[src/rtl/ptc_pkg.sv]
package ptc_pkg;
  typedef enum logic [2:0] {
    ST_IDLE,
    ST_WRITE,
    ST_SETTLE,
    ST_SAMP0,
    ST_SAMP1,
    ST_PHASE,
    ST_LAST
  } ptc_state_e;
endpackage

[src/rtl/ptc_cmp_sync.sv]
module ptc_cmp_sync (
  input  logic clk,
  input  logic rst_n,
  input  logic cmp_async_i,
  output logic level_o,
  output logic pair_hi_o
);
  logic s1_q, s2_q, s3_q;

  always_ff @(posedge clk) begin
    if (!rst_n) begin
      s1_q <= 1'b0;
      s2_q <= 1'b0;
      s3_q <= 1'b0;
    end else begin
      s1_q <= cmp_async_i;
      s2_q <= s1_q;
      s3_q <= s2_q;
    end
  end

  assign level_o   = s2_q;
  // high when the synchronized level was high in this cycle and the previous one
  assign pair_hi_o = s2_q & s3_q;
endmodule

[src/rtl/ptc_settle_timer.sv]
module ptc_settle_timer #(
  parameter int W = 8
) (
  input  logic         clk,
  input  logic         rst_n,
  input  logic         load_i,
  input  logic [W-1:0] len_i,
  output logic         expired_o
);
  logic [W-1:0] cnt_q;

  always_ff @(posedge clk) begin
    if (!rst_n)              cnt_q <= '0;
    else if (load_i)         cnt_q <= len_i;
    else if (cnt_q != '0)    cnt_q <= cnt_q - 1'b1;
  end

  assign expired_o = (cnt_q == '0);

  a_r3_settle_hold: assert property (@(posedge clk) disable iff (!rst_n)
    (load_i && len_i != '0) |=> !expired_o);
endmodule

[src/rtl/ptc_trip_store.sv]
module ptc_trip_store #(
  parameter int CODE_W = 12
) (
  input  logic              clk,
  input  logic              rst_n,
  input  logic              cap_bright_i,
  input  logic              cap_dark_i,
  input  logic [CODE_W-1:0] code_i,
  output logic [CODE_W-1:0] bright_o,
  output logic [CODE_W-1:0] dark_o,
  output logic [CODE_W-1:0] mid_o
);
  localparam int SUM_W = CODE_W + 1;

  function automatic logic [CODE_W-1:0] midpoint(input logic [CODE_W-1:0] a,
                                                 input logic [CODE_W-1:0] b);
    logic [SUM_W-1:0] s;
    s = {1'b0, a} + {1'b0, b};
    return s[SUM_W-1:1];
  endfunction

  logic [CODE_W-1:0] bright_q, dark_q;

  always_ff @(posedge clk) begin
    if (!rst_n) begin
      bright_q <= '0;
      dark_q   <= '0;
    end else begin
      if (cap_bright_i) bright_q <= code_i;
      if (cap_dark_i)   dark_q   <= code_i;
    end
  end

  assign bright_o = bright_q;
  assign dark_o   = dark_q;
  // midpoint of the stored bright code and the code being captured as dark
  assign mid_o    = midpoint(bright_q, code_i);
endmodule

[src/rtl/pd_thresh_cal.sv]
module pd_thresh_cal #(
  parameter int CODE_W   = 12,
  parameter int SETTLE_W = 8
) (
  input  logic                clk,
  input  logic                rst_n,
  input  logic                start_i,
  input  logic [SETTLE_W-1:0] settle_cycles_i,
  input  logic                cmp_i,
  input  logic                phase_ready_i,
  output logic                phase_req_o,
  output logic [CODE_W-1:0]   dac_code_o,
  output logic                dac_wr_o,
  output logic                done_o,
  output logic                fail_o
);
  import ptc_pkg::*;

  localparam logic [CODE_W-1:0] CODE_MAX = {CODE_W{1'b1}};

  ptc_state_e        state_q;
  logic [CODE_W-1:0] code_q;
  logic              dark_q, miss_q, done_q, fail_q;

  // named internal events
  logic              cmp_lvl, cmp_pair, settle_exp;
  logic              trip_ev, ramp_end, cap_bright, cap_dark;
  logic [CODE_W-1:0] st_bright, st_dark, st_mid;

  ptc_cmp_sync u_sync (
    .clk(clk), .rst_n(rst_n), .cmp_async_i(cmp_i),
    .level_o(cmp_lvl), .pair_hi_o(cmp_pair)
  );

  ptc_settle_timer #(.W(SETTLE_W)) u_settle (
    .clk(clk), .rst_n(rst_n), .load_i(state_q == ST_WRITE),
    .len_i(settle_cycles_i), .expired_o(settle_exp)
  );

  assign trip_ev    = (state_q == ST_SAMP1) && cmp_pair;
  assign ramp_end   = (code_q == CODE_MAX);
  assign cap_bright = trip_ev && !dark_q;
  assign cap_dark   = trip_ev && dark_q;

  ptc_trip_store #(.CODE_W(CODE_W)) u_store (
    .clk(clk), .rst_n(rst_n), .cap_bright_i(cap_bright), .cap_dark_i(cap_dark),
    .code_i(code_q), .bright_o(st_bright), .dark_o(st_dark), .mid_o(st_mid)
  );

  always_ff @(posedge clk) begin
    if (!rst_n) begin
      state_q <= ST_IDLE;
      code_q  <= '0;
      dark_q  <= 1'b0;
      miss_q  <= 1'b0;
      done_q  <= 1'b0;
      fail_q  <= 1'b0;
    end else begin
      case (state_q)
        ST_IDLE: if (start_i) begin
          code_q  <= '0;
          dark_q  <= 1'b0;
          miss_q  <= 1'b0;
          done_q  <= 1'b0;
          fail_q  <= 1'b0;
          state_q <= ST_WRITE;
        end
        ST_WRITE:  state_q <= ST_SETTLE;
        ST_SETTLE: if (settle_exp) state_q <= ST_SAMP0;
        ST_SAMP0:  state_q <= ST_SAMP1;
        ST_SAMP1: begin
          if (trip_ev) begin
            if (!dark_q) state_q <= ST_PHASE;
            else begin
              code_q  <= st_mid;
              state_q <= ST_LAST;
            end
          end else if (ramp_end) begin
            code_q  <= '0;
            miss_q  <= 1'b1;
            state_q <= ST_LAST;
          end else begin
            code_q  <= code_q + 1'b1;
            state_q <= ST_WRITE;
          end
        end
        ST_PHASE: if (phase_ready_i) begin
          code_q  <= '0;
          dark_q  <= 1'b1;
          state_q <= ST_WRITE;
        end
        ST_LAST: begin
          if (miss_q) fail_q <= 1'b1;
          else        done_q <= 1'b1;
          state_q <= ST_IDLE;
        end
        default: state_q <= ST_IDLE;
      endcase
    end
  end

  assign dac_code_o  = code_q;
  assign dac_wr_o    = (state_q == ST_WRITE) || (state_q == ST_LAST);
  assign phase_req_o = (state_q == ST_PHASE);
  assign done_o      = done_q;
  assign fail_o      = fail_q;

  a_r2_strobe_single: assert property (@(posedge clk) disable iff (!rst_n)
    dac_wr_o |=> !dac_wr_o);

  a_r2_code_hold: assert property (@(posedge clk) disable iff (!rst_n)
    !dac_wr_o |-> $stable(dac_code_o));

  a_r5_phase_stall: assert property (@(posedge clk) disable iff (!rst_n)
    (phase_req_o && !phase_ready_i) |=> (phase_req_o && !dac_wr_o));

  a_r7_mid_bounds: assert property (@(posedge clk) disable iff (!rst_n)
    $rose(done_o) |-> ((dac_code_o >= st_bright && dac_code_o <= st_dark) ||
                       (dac_code_o <= st_bright && dac_code_o >= st_dark)));

  a_r7_flags_excl: assert property (@(posedge clk) disable iff (!rst_n)
    !(done_o && fail_o));

  a_r8_fail_zero: assert property (@(posedge clk) disable iff (!rst_n)
    $rose(fail_o) |-> (dac_code_o == '0));

  a_r4_trip_level: assert property (@(posedge clk) disable iff (!rst_n)
    trip_ev |-> (cmp_lvl && $past(cmp_lvl)));
endmodule

[config.mk]
export PLATFORM = sky130hd
export DESIGN_NAME = pd_thresh_cal
export DESIGN_NICKNAME = d
export VERILOG_FILES = /design/src/rtl/ptc_pkg.sv /design/src/rtl/ptc_cmp_sync.sv /design/src/rtl/ptc_settle_timer.sv /design/src/rtl/ptc_trip_store.sv /design/src/rtl/pd_thresh_cal.sv
export SDC_FILE = /design/constraint.sdc
export NUM_CORES = 1
export LEC_CHECK = 0
export ABC_AREA = 1
export BUFFER_PORTS_ARGS = -buffer_cell sky130_fd_sc_hd__buf_2
export CORE_AREA = 8 8 82 84
export DETAILED_ROUTE_END_ITERATION = 16
export DIE_AREA = 0 0 90 92
export PLACE_DENSITY = 0.73
export SLEW_MARGIN = 20
export SYNTH_ARGS = -nofsm -noshare
export SYNTH_HDL_FRONTEND = slang
export SYNTH_SLANG_ARGS = --single-unit
[constraint.sdc]
create_clock -name clk -period 1.55 [get_ports clk]
set_input_delay 0.31 -clock clk [delete_from_list [all_inputs] [get_ports clk]]
set_output_delay 0.31 -clock clk [all_outputs]
set_load 0.005 [all_outputs]
==> results.toml <==
[critical_path]
crit_arrival_ns = 1.87
crit_path_max_fanout = 3
r2r_end = "dac_code_o[6]$_SDFFE_PN0P_"
path_cells = "buf_4, ha_4, nand2_4, nor2_4, buf_4, nand2_1, or2_1, nand3_1, nand3_1, a21oi_2"
r2r_setup_slack_ns = -0.11
critPathKind = "flip-flop to flip-flop"
critPathMaxStageDelay_ns = 0.35
crit_required_ns = 1.77
endpoint_kind = "flip-flop"
rr_worst_depth = 10
crit_path_start_kind = "flip-flop"
rr_startpoint = "dac_code_o[0]$_SDFFE_PN0P_"
cpMaxStageDelayCell = "dfxtp_2"

[clock_network]
cts.sinks = 42
clk_pin_slew_worst_paths_ns = 0.08
ctsHoldBuffers = 0
clock_latency_ns = 0.29
cts_buffer_depth = 2
cts_root_buffer = "clkbuf_8"
cts_htree_levels = 2
cts_tree = "done"
cts_buffers = 5

[sta]
slew_violations = 0
max_freq_mhz = 603.3
hold_violations = 0
relSlewSlack_pct = 79.73
tightest_slew_ns = 0.3036
fin_crit_sh_pct = 106.9
period_minus_slack_ns = 1.658
skew_ns = 0.008916
setup_slack_ns = -0.1076
hold_ws_ns = 0.2057
finalSetupViolations = 8
fin_setup_tns_ns = -0.4408
rsz0062_at_grt = "true"

[min_path]
worstHoldEndpoint = "u_sync.s1_q$_SDFF_PN0_"
hold_depth = 3
hp-class = "input pin to flip-flop"
min-delay-start = "cmp_i"

[placement]
globalplace.congestion = 0.8820
hpwl_mm = 5.778
numPortBuffers = 28
place_area_um2 = 3346

[global_route]
grt_usage_pct = 19.19
busiest_layer = "met2"
grt_overflow = 0
grt_pass1_vias = 3104
use_met3_pct = 3.586
antenna_found_initial = 0
grt_pass1_wl_mm = 13.47
grt_util_met2_pct = 33.50
grt_max_degree = 20
grtUsageMet1_pct = 22.50

[yosys]
ys.flop_type = "dfxtp_1"
syn_nets = 453
syn_area_per_cell_um2 = 6.553
synth_seq_cells = 42
yosysWarnings = 0
seq_area_frac_synth_pct = 30.19
syn_inst = 425
syn_area_um2 = 2785
synth_edf_count = 0
ys_async_sr_fraction_pct = 0
yosysUniqueCellTypes = 35

[routing]
wire_per_inst_um = 14.12
postRouteAntennaNets = 0
drc_errors = 0
vias = 3080
dr.pass1.iters = 5
drtIter0Drc = 306
wl_mm = 8.121
viasPerCell = 5.357

[layout]
fin_util_pct = 68.96
drive_gt1_share_pct = 32.41
multi_input_area_um2 = 1933
design_area_um2 = 3727
final_nets = 531
seqCellArea_um2 = 859.6
nFillCells = 465
synthToLayoutAreaGrowth_pct = 33.83
antenna_cells = 0

[power]
p_sw_mw = 1.146
power_frac_seq_pct = 41.1
switching_share_pct = 36.75
power_frac_clock_pct = 21.8
p_leak_nw = 1.649
irDropWorstVdd_v = 0.0009546
pwr-share-comb_pct = 37.1
p_int_mw = 1.973
power.density_nw_per_um2 = 836.8

[floorplan]
fp.dieArea_um2 = 8280
num_rows = 27
floorplan.initialDensity_pct = 51.53
core_area_um2 = 5405
die_h_um = 92
die_w_um = 90
num_io_pins = 29

[status]
violations = "setup timing"
outcome = "finished with violations"

[run]
max_cap_violations = 0
-- routing by layer --
layer / vias up / wire length, um
li1: 1541 / -
met1: 1394 / 3557
met2: 122 / 3944
met3: 23 / 441
met4: 0 / 177
met5: - / 0
-- cell families (layout without fill, tap and decap cells) --
group	after synthesis	count (layout)	share of synthesized area, %
adder cells (fa/ha/maj)	15	15	7.008
XOR/XNOR	11	11	3.459
AND/OR/NAND/NOR	218	218	34.95
buffers and inverters	64	142	9.703
AO/OA/AOI/OAI	75	75	14.69
flip-flops	42	42	30.19
-- power groups by stage --
stage | Combinational (mW) | Clock, mW | Sequential (mW)
2_1_floorplan | 0.811 | 0 | 1.29
3_3_place_gp | 1.08 | 0 | 1.30
3_5_place_dp | 1.12 | 0 | 1.30
4_1_cts | 1.13 | 0.693 | 1.28
5_1_grt | 1.30 | 0.740 | 1.30
6_report | 1.16 | 0.680 | 1.28
-- Yosys cell counts (all sizes together) (3+ instances only) --
library cell / number / share of area, %
nand2: 114 / 16
inv: 54 / 7.4
nor2: 45 / 7.5
dfxtp: 42 / 30
nand3: 40 / 7.7
a21oi: 35 / 6.6
o21ai: 31 / 5.7
ha: 14 / 6.3
xor2: 8 / 2.5
nand4: 7 / 1.6
buf: 6 / 1.8
nor3: 6 / 1.1
clkbuf: 4 / 0.54
nand3b: 4 / 1.1
xnor2: 3 / 0.94
-- placed cells by master, fill, tap and decap left out, types with 2 or more instances in the layout --
| cell type | count |
|---|---|
| nand2_1 | 99 |
| buf_4 | 50 |
| inv_1 | 46 |
| nor2_1 | 35 |
| nand3_1 | 33 |
| dfxtp_1 | 29 |
| buf_2 | 28 |
| a21oi_1 | 26 |
| o21ai_0 | 25 |
| nand2_2 | 14 |
| dfxtp_2 | 12 |
| ha_4 | 11 |
| a21oi_2 | 9 |
| xor2_1 | 8 |
| inv_2 | 7 |
| nand4_1 | 7 |
| nand3_2 | 6 |
| nor2_4 | 6 |
| o21ai_1 | 5 |
| nor3_1 | 5 |
| clkbuf_8 | 5 |
| nor2_2 | 4 |
| nand3b_1 | 4 |
| xnor2_1 | 3 |
| ha_1 | 3 |
| o22ai_1 | 2 |
| a31oi_1 | 2 |
| a211oi_1 | 2 |
| clkbuf_1 | 2 |
| buf_6 | 2 |
-- critical path, delay by kind of cell (launching register included) --
| kind | cells | cell delay, ns |
|---|---|---|
| AND/OR/NAND/NOR | 6 | 0.65 |
| AO/OA/AOI/OAI | 1 | 0.18 |
| flip-flops | 1 | 0.35 |
| buffers and inverters | 2 | 0.24 |
| adder cells (fa/ha/maj) | 1 | 0.15 |
-- final cells by class --
| type | instances | share of cell area (%) |
|---|---|---|
| inverters | 54 | 5.639 |
| well taps | 72 | 2.417 |
| repair buffers | 81 | 14.97 |
| clock buffers | 7 | 2.048 |
| multi-input cells | 319 | 51.86 |
| flip-flops and latches | 42 | 23.06 |
-- worst max-delay path by stage --
| stage | from | end | depth (start not counted) |
|---|---|---|---|
| 6_report | dac_code_o[0]$_SDFFE_PN0P_ | dac_code_o[6]$_SDFFE_PN0P_ | 10 |
| 5_1_grt | dac_code_o[0]$_SDFFE_PN0P_ | dac_code_o[5]$_SDFFE_PN0P_ | 11 |
| 4_1_cts | dac_code_o[3]$_SDFFE_PN0P_ | dac_code_o[6]$_SDFFE_PN0P_ | 9 |
| 3_5_place_dp | dac_code_o[6]$_SDFFE_PN0P_ | dac_code_o[6]$_SDFFE_PN0P_ | 8 |
| 3_3_place_gp | dac_code_o[6]$_SDFFE_PN0P_ | dac_code_o[6]$_SDFFE_PN0P_ | 8 |
| 2_1_floorplan | dac_code_o[5]$_SDFFE_PN0P_ | dac_code_o[11]$_SDFFE_PN0P_ | 9 |
-- repair_timing --
action	in CTS	in global routing
setup endpoints to repair	9	24
gates resized for setup	19	45
buffers inserted	1	3
pin swaps	4	14
-- flip-flops by register name, summed over array words and instances (netlist names), 3 cells and up --
| signal | cells |
|---|---|
| u_store.bright_o | 12 |
| dac_code_o | 12 |
| state_q | 3 |
| u_settle.cnt_q | 8 |
-- metrics by stage --
step / setup slack (ns) / power, mW / std cells
6_report: -0.1076 / 3.119 / 575
5_1_grt: -0.2412 / 3.335 / 575
4_1_cts: -0.05355 / 3.097 / 572
3_5_place_dp: -0.1027 / 2.414 / 564
3_3_place_gp: -0.04365 / 2.375 / 564
2_1_floorplan: 0.0008469 / 2.098 / 425
No activity file was read; power rests on OpenSTA's default activity.
